==> src/rtl/qbport_pkg.sv <==
package qbport_pkg;

   // enables for one pad's three drivers
   typedef struct packed {
      logic sink;    // strong pulldown
      logic boost;   // momentary strong pullup
      logic hold;    // weak keeper pullup
   } pad_ctl_t;

   localparam int unsigned MAX_SYNC_STAGES = 4;
   localparam int unsigned MAX_PULSE_CYC   = 64;

   function automatic int unsigned cnt_width(input int unsigned top);
      return (top < 2) ? 1 : $clog2(top + 1);
   endfunction

endpackage

==> src/rtl/qbport_latch.sv <==
module qbport_latch
   import qbport_pkg::*;
#(
   parameter int unsigned W     = 8,
   parameter int unsigned SEL_W = 3
) (
   input  logic             clk,
   input  logic             rst_n,
   input  logic             wr_en,
   input  logic [W-1:0]     wr_data,
   input  logic             bit_wr_en,
   input  logic [SEL_W-1:0] bit_sel,
   input  logic             bit_val,
   output logic [W-1:0]     lat_q
);

   logic [W-1:0] sel_mask;

   always_comb begin
      sel_mask = '0;
      for (int i = 0; i < W; i++) begin
         if (int'(bit_sel) == i) sel_mask[i] = 1'b1;
      end
   end

   always_ff @(posedge clk or negedge rst_n) begin
      if (!rst_n) begin
         lat_q <= '1;
      end else if (wr_en) begin
         lat_q <= wr_data;
      end else if (bit_wr_en) begin
         lat_q <= (lat_q & ~sel_mask) | (sel_mask & {W{bit_val}});
      end
   end

   // whole-port write wins and loads all bits
   a_r8_full_write_wins: assert property (@(posedge clk) disable iff (!rst_n)
      wr_en |=> (lat_q == $past(wr_data)));

   // single-bit write leaves unselected bits alone
   a_r7_others_kept: assert property (@(posedge clk) disable iff (!rst_n)
      (bit_wr_en && !wr_en) |=>
         ((lat_q & ~$past(sel_mask)) == ($past(lat_q) & ~$past(sel_mask))));

endmodule

==> src/rtl/qbport_sync.sv <==
module qbport_sync
   import qbport_pkg::*;
#(
   parameter int unsigned W      = 8,
   parameter int unsigned STAGES = 2
) (
   input  logic         clk,
   input  logic         rst_n,
   input  logic [W-1:0] d_in,
   output logic [W-1:0] q_out
);

   logic [W-1:0] stg [STAGES];

   always_ff @(posedge clk or negedge rst_n) begin
      if (!rst_n) stg[0] <= '1;
      else        stg[0] <= d_in;
   end

   for (genvar s = 1; s < STAGES; s++) begin : g_stage
      always_ff @(posedge clk or negedge rst_n) begin
         if (!rst_n) stg[s] <= '1;
         else        stg[s] <= stg[s-1];
      end
   end

   assign q_out = stg[STAGES-1];

   // warm-up count so the delayed comparison never reaches before reset
   logic [2:0] warm;
   always_ff @(posedge clk or negedge rst_n) begin
      if (!rst_n)                   warm <= '0;
      else if (int'(warm) < STAGES) warm <= warm + 3'd1;
   end

   // readback equals the pin level STAGES clocks earlier
   a_r6_sync_delay: assert property (@(posedge clk) disable iff (!rst_n)
      (int'(warm) >= STAGES) |-> (q_out == $past(d_in, STAGES)));

endmodule

==> src/rtl/qbport_pin.sv <==
module qbport_pin
   import qbport_pkg::*;
#(
   parameter int unsigned PULSE_CYC = 2
) (
   input  logic     clk,
   input  logic     rst_n,
   input  logic     drive,
   output pad_ctl_t ctl
);

   localparam int unsigned CW = cnt_width(PULSE_CYC);

   logic dq, dprev, rise, boost;

   always_ff @(posedge clk or negedge rst_n) begin
      if (!rst_n) begin
         dq    <= 1'b1;
         dprev <= 1'b1;
      end else begin
         dq    <= drive;
         dprev <= dq;
      end
   end

   assign rise = dq & ~dprev;

   if (PULSE_CYC == 1) begin : g_single
      assign boost = rise;
   end else begin : g_count
      logic [CW-1:0] left;
      always_ff @(posedge clk or negedge rst_n) begin
         if (!rst_n)          left <= '0;
         else if (!dq)        left <= '0;
         else if (rise)       left <= CW'(PULSE_CYC - 1);
         else if (left != '0) left <= left - 1'b1;
      end
      assign boost = dq & (rise | (left != '0));

      // a started pulse lasts at least two cycles
      a_r3_boost_min: assert property (@(posedge clk) disable iff (!rst_n)
         ($rose(ctl.boost) && drive) |=> ctl.boost);
   end

   assign ctl.sink  = ~dq;
   assign ctl.boost = boost;
   assign ctl.hold  = dq;

   // run length of the boost pulse, for the upper bound check
   logic [CW:0] run;
   always_ff @(posedge clk or negedge rst_n) begin
      if (!rst_n)         run <= '0;
      else if (ctl.boost) run <= run + 1'b1;
      else                run <= '0;
   end

   // sink never together with either source
   a_r5_no_fight: assert property (@(posedge clk) disable iff (!rst_n)
      !(ctl.sink && (ctl.boost || ctl.hold)));

   // boost only begins right after a sinking cycle
   a_r4_boost_needs_sink: assert property (@(posedge clk) disable iff (!rst_n)
      $rose(ctl.boost) |-> $past(ctl.sink));

   // pulse never exceeds its length
   a_r3_boost_max: assert property (@(posedge clk) disable iff (!rst_n)
      ctl.boost |-> (int'(run) < PULSE_CYC));

   // a sink with a low drive persists
   a_r2_sink_held: assert property (@(posedge clk) disable iff (!rst_n)
      (ctl.sink && !drive) |=> ctl.sink);

endmodule

==> src/rtl/qbport_ctl.sv <==
module qbport_ctl
   import qbport_pkg::*;
#(
   parameter int unsigned W           = 8,
   parameter int unsigned PULSE_CYC   = 2,
   parameter int unsigned SYNC_STAGES = 2,
   parameter logic [W-1:0] ALT_MASK   = '1,
   localparam int unsigned SEL_W      = (W > 1) ? $clog2(W) : 1
) (
   input  logic             clk,
   input  logic             rst_n,
   input  logic             wr_en,
   input  logic [W-1:0]     wr_data,
   input  logic             bit_wr_en,
   input  logic [SEL_W-1:0] bit_sel,
   input  logic             bit_val,
   input  logic [W-1:0]     alt_en,
   input  logic [W-1:0]     alt_out,
   input  logic [W-1:0]     pin_in,
   output logic [W-1:0]     pull_dn,
   output logic [W-1:0]     pull_up_boost,
   output logic [W-1:0]     pull_up_hold,
   output logic [W-1:0]     pin_rd,
   output logic [W-1:0]     latch_rd
);

   // elaboration-time parameter checks
   if (W < 1 || W > 64) begin : g_bad_w
      $error("qbport_ctl: W out of range");
   end
   if (PULSE_CYC < 1 || PULSE_CYC > MAX_PULSE_CYC) begin : g_bad_pulse
      $error("qbport_ctl: PULSE_CYC out of range");
   end
   if (SYNC_STAGES < 2 || SYNC_STAGES > MAX_SYNC_STAGES) begin : g_bad_sync
      $error("qbport_ctl: SYNC_STAGES out of range");
   end

   logic [W-1:0] lat_q;
   logic [W-1:0] alt_low;
   logic [W-1:0] drive;

   qbport_latch #(.W(W), .SEL_W(SEL_W)) u_latch (
      .clk       (clk),
      .rst_n     (rst_n),
      .wr_en     (wr_en),
      .wr_data   (wr_data),
      .bit_wr_en (bit_wr_en),
      .bit_sel   (bit_sel),
      .bit_val   (bit_val),
      .lat_q     (lat_q)
   );

   // a peripheral can only pull its pin low; the latch still gates it
   assign alt_low = ALT_MASK & alt_en & ~alt_out;
   assign drive   = lat_q & ~alt_low;

   for (genvar i = 0; i < W; i++) begin : g_pin
      pad_ctl_t ctl;
      qbport_pin #(.PULSE_CYC(PULSE_CYC)) u_pin (
         .clk   (clk),
         .rst_n (rst_n),
         .drive (drive[i]),
         .ctl   (ctl)
      );
      assign pull_dn[i]       = ctl.sink;
      assign pull_up_boost[i] = ctl.boost;
      assign pull_up_hold[i]  = ctl.hold;
   end

   qbport_sync #(.W(W), .STAGES(SYNC_STAGES)) u_sync (
      .clk   (clk),
      .rst_n (rst_n),
      .d_in  (pin_in),
      .q_out (pin_rd)
   );

   assign latch_rd = lat_q;

   // an enabled alternate low always sinks on the next cycle
   a_r9_alt_low_sinks: assert property (@(posedge clk) disable iff (!rst_n)
      1'b1 |=> ((pull_dn & $past(alt_low)) == $past(alt_low)));

   // pins outside the mask follow the latch alone
   a_r10_mask_ignores_alt: assert property (@(posedge clk) disable iff (!rst_n)
      1'b1 |=> ((pull_dn & ~ALT_MASK) == (~$past(lat_q) & ~ALT_MASK)));

endmodule

==> config.mk <==
export PLATFORM = sky130hd
export DESIGN_NAME = qbport_ctl
export DESIGN_NICKNAME = d
export VERILOG_FILES = /design/src/rtl/qbport_pkg.sv /design/src/rtl/qbport_latch.sv /design/src/rtl/qbport_sync.sv /design/src/rtl/qbport_pin.sv /design/src/rtl/qbport_ctl.sv
export SDC_FILE = /design/constraint.sdc
export NUM_CORES = 1
export LEC_CHECK = 0
export CAP_MARGIN = 20
export CELL_PAD_IN_SITES_DETAIL_PLACEMENT = 1
export CELL_PAD_IN_SITES_GLOBAL_PLACEMENT = 2
export CORE_MARGIN = 2
export CORE_UTILIZATION = 30
export CTS_CLUSTER_DIAMETER = 120
export DETAILED_ROUTE_END_ITERATION = 8
export GPL_TIMING_DRIVEN = 0
export PLACE_DENSITY = 0.94
export SYNTH_ARGS = -nofsm -noshare
export SYNTH_HDL_FRONTEND = slang
export SYNTH_SLANG_ARGS = --single-unit
==> constraint.sdc <==
create_clock -name clk -period 2.5 [get_ports clk]
set_input_delay 0.25 -clock clk [delete_from_list [all_inputs] [get_ports clk]]
set_output_delay 0.25 -clock clk [all_outputs]
set_load 0.05 [all_outputs]
==> flow_summary.ini <==
[final_layout]
multi_input_area_um2 = 666
layout-drive-gt1-share_pct = 25.2
final_util_pct = 44.6
final_common_cell = clkdlybuf4s50_1
seq_area_mm2 = 0.00145
nets = 345
antennaDiodeCount = 0
area_growth_pct = 42.9
layout_common_cells = clkdlybuf4s50_1 (77), dfstp_2 (40), inv_1 (32)
nFillCells = 864

[timing]
period_share_pct = 92.1
worst_slew_pin_slew_ns = 0.544
finalHoldViolations = 0
max-slew-margin-rel_pct = 63.7
period_minus_slack_ns = 2.30
rsz0062_at_grt = no
setup_viol = 0
max_freq_mhz = 434
fin_skew_ns = 0.00318
finalMaxSlewViolations = 0

[placed_design]
io_buffer_count = 78
place_hpwl_mm = 3.76
gp_congestion = 0.679

[logic_synthesis]
yosys.area.top_type = dfstp_2
ys_seq_elements = 56
synth_cell_type_count = 19
synth_top_cell_area_share_pct = 43.3
postSynthAreaPerCell_um2 = 11.6
yosysWarnings = 0
seq_area_frac_synth_pct = 59.8
synth_area_mm2 = 0.00243
syn-instance-count = 210
syn_nets = 258
synth.area.top_cells = dfstp_2 (43%), dfrtp_1 (17%), buf_4 (7.4%)

[setup_path]
worstPathRequired_ns = 2.25
cp-end-kind = primary output
r2r_cells = 5
crit_type = reg2out
cp_max_fo = 4
cp.arrival_ns = 2.05
start_kind = flop

[cts]
worst_setup_hold_path_clk_slew_ns = 0.09
cts_tree = yes
cts_buffer_depth = 2
cts_inserted_buffers = 5
htreeDepth = 2
cts.sinks = 56
clkLatencyLatePin_ns = 0.29
cts_root_buf = clkbuf_8
postCtsSetupBuffers = 0

[grt]
grt_util_all_layers_pct = 11.8
grt_max_degree = 35
overflow = 0
grt_pass1_wl_mm = 8.30
grt_antenna_before_repair = 0
grt_pass1_vias = 1816

[routing]
drt-initial-drc-count = 18
routed_wl_mm = 4.80
routedWlPerCell_um = 12.0
firstDrtPassIters = 4
vias = 1684
antenna_left = 0
drcViolationCount = 0
via_per_inst = 4.21

[outcome]
status = completed

[power_and_ir_drop]
leakage_nw = 1.52
report.power.total_mw = 2.22
ir_worst_vdd_mv = 0.371
p_per_area_mw_per_mm2 = 640

[floorplan]
die_h_um = 93.9
die_width_um = 93.9
dieArea_mm2 = 0.00882
coreArea_mm2 = 0.00777
rows = 32
start_util_pct = 31.2
io_pins = 80

[job]
cap_violations = 0

[worst_hold_path]
min_path_type = in2reg
whs_path_depth = 3
-- final timing paths --
| check | from | end | slack [ns] |
|---|---|---|---|
| max in group asynchronous | rst_n | g_pin[3].u_pin.dprev | 1.41 |
| worst max-delay path | g_pin[7].u_pin.g_count.left[0] | pull_up_boost[7] | 0.20 |
| worst min register to register | u_sync.stg[9] | u_sync.q_out[1] | 0.36 |
| worst min-delay path | bit_val | flop | 0.32 |
| worst max register to register | g_pin[4].u_pin.g_count.left[0] | g_pin[4].u_pin.g_count.left[1] | 1.39 |
| min in group asynchronous | rst_n | g_pin[2].u_pin.g_count.left[0] | 0.46 |
-- power by group --
part / internal (mW) / leakage (nW) / switching, mW
Clock: 0.298 / 0.0552 / 0.274
Combinational: 0.249 / 0.834 / 0.342
Sequential: 1.01 / 0.634 / 0.0450
Total: 1.56 / 1.52 / 0.662
-- repair_timing --
action,CTS,global route
gates resized for setup,0,0
hold buffers,1,0
endpoints found under the hold margin,6,0
-- logic make-up after synthesis --
logic type	after synthesis	synth area share (%)
XOR/XNOR	8	2.89
adder cells (fa/ha/maj)	8	4.13
AND/OR/NAND/NOR	32	8.05
flip-flops	56	59.8
multiplexers	8	3.30
buffers and inverters	58	12.7
AO/OA/AOI/OAI	40	9.08
-- critical path, stage by stage (launching register included) --
cell and delay [ns]:
dfrtp_1 0.37, inv_1 0.05, ha_1 0.24, a21oi_1 0.17, buf_4 0.12, clkdlybuf4s50_1 0.80
-- area by class of cell --
type,instances,share of cell area (%)
sequential,56,41.9
buffer,26,5.45
timing repair buffer,80,23.2
clock buffer,6,2.09
tap,102,3.68
clock inverter,2,1.01
inverter,32,3.46
multi-input combinational,96,19.2
-- Yosys cell counts --
cell       n
ha_1       8
nand4b_1   3
nand4_1    1
buf_4     24
dfstp_2   40
and4bb_1   3
mux2i_1    8
o21ai_0   12
a21oi_1   16
dfrtp_1   16
clkbuf_1   1
inv_1     32
nand2_1   16
clkbuf_2   1
xor2_1     8
a21boi_0   8
and3_1     8
o21ai_1    4
nor4b_2    1
-- per-stage QoR --
step / cells / TNS [ns] / setup WS [ns] / cell area (um2) / hold WS (ns)
global route: 400 / 0 / 0.0915 / 3470 / 0.327
CTS: 400 / 0 / 0.163 / 3470 / 0.312
detailed placement: 391 / 0 / 0.518 / 3350 / 0.271
floorplan: 210 / 0 / 1.12 / 2430 / -0.0456
global placement: 390 / -8.45 / -0.532 / 3330 / 0.346
finish: 400 / 0 / 0.197 / 3470 / 0.316
-- routing by layer --
layer | track usage (%) | part of all wire [%]
met1 | 14.3 | 42
met2 | 20.5 | 51
met3 | 2.97 | 5.7
met4 | 3.99 | 0.85
met5 | 0 | 0
(Power assumes the default switching activity.)
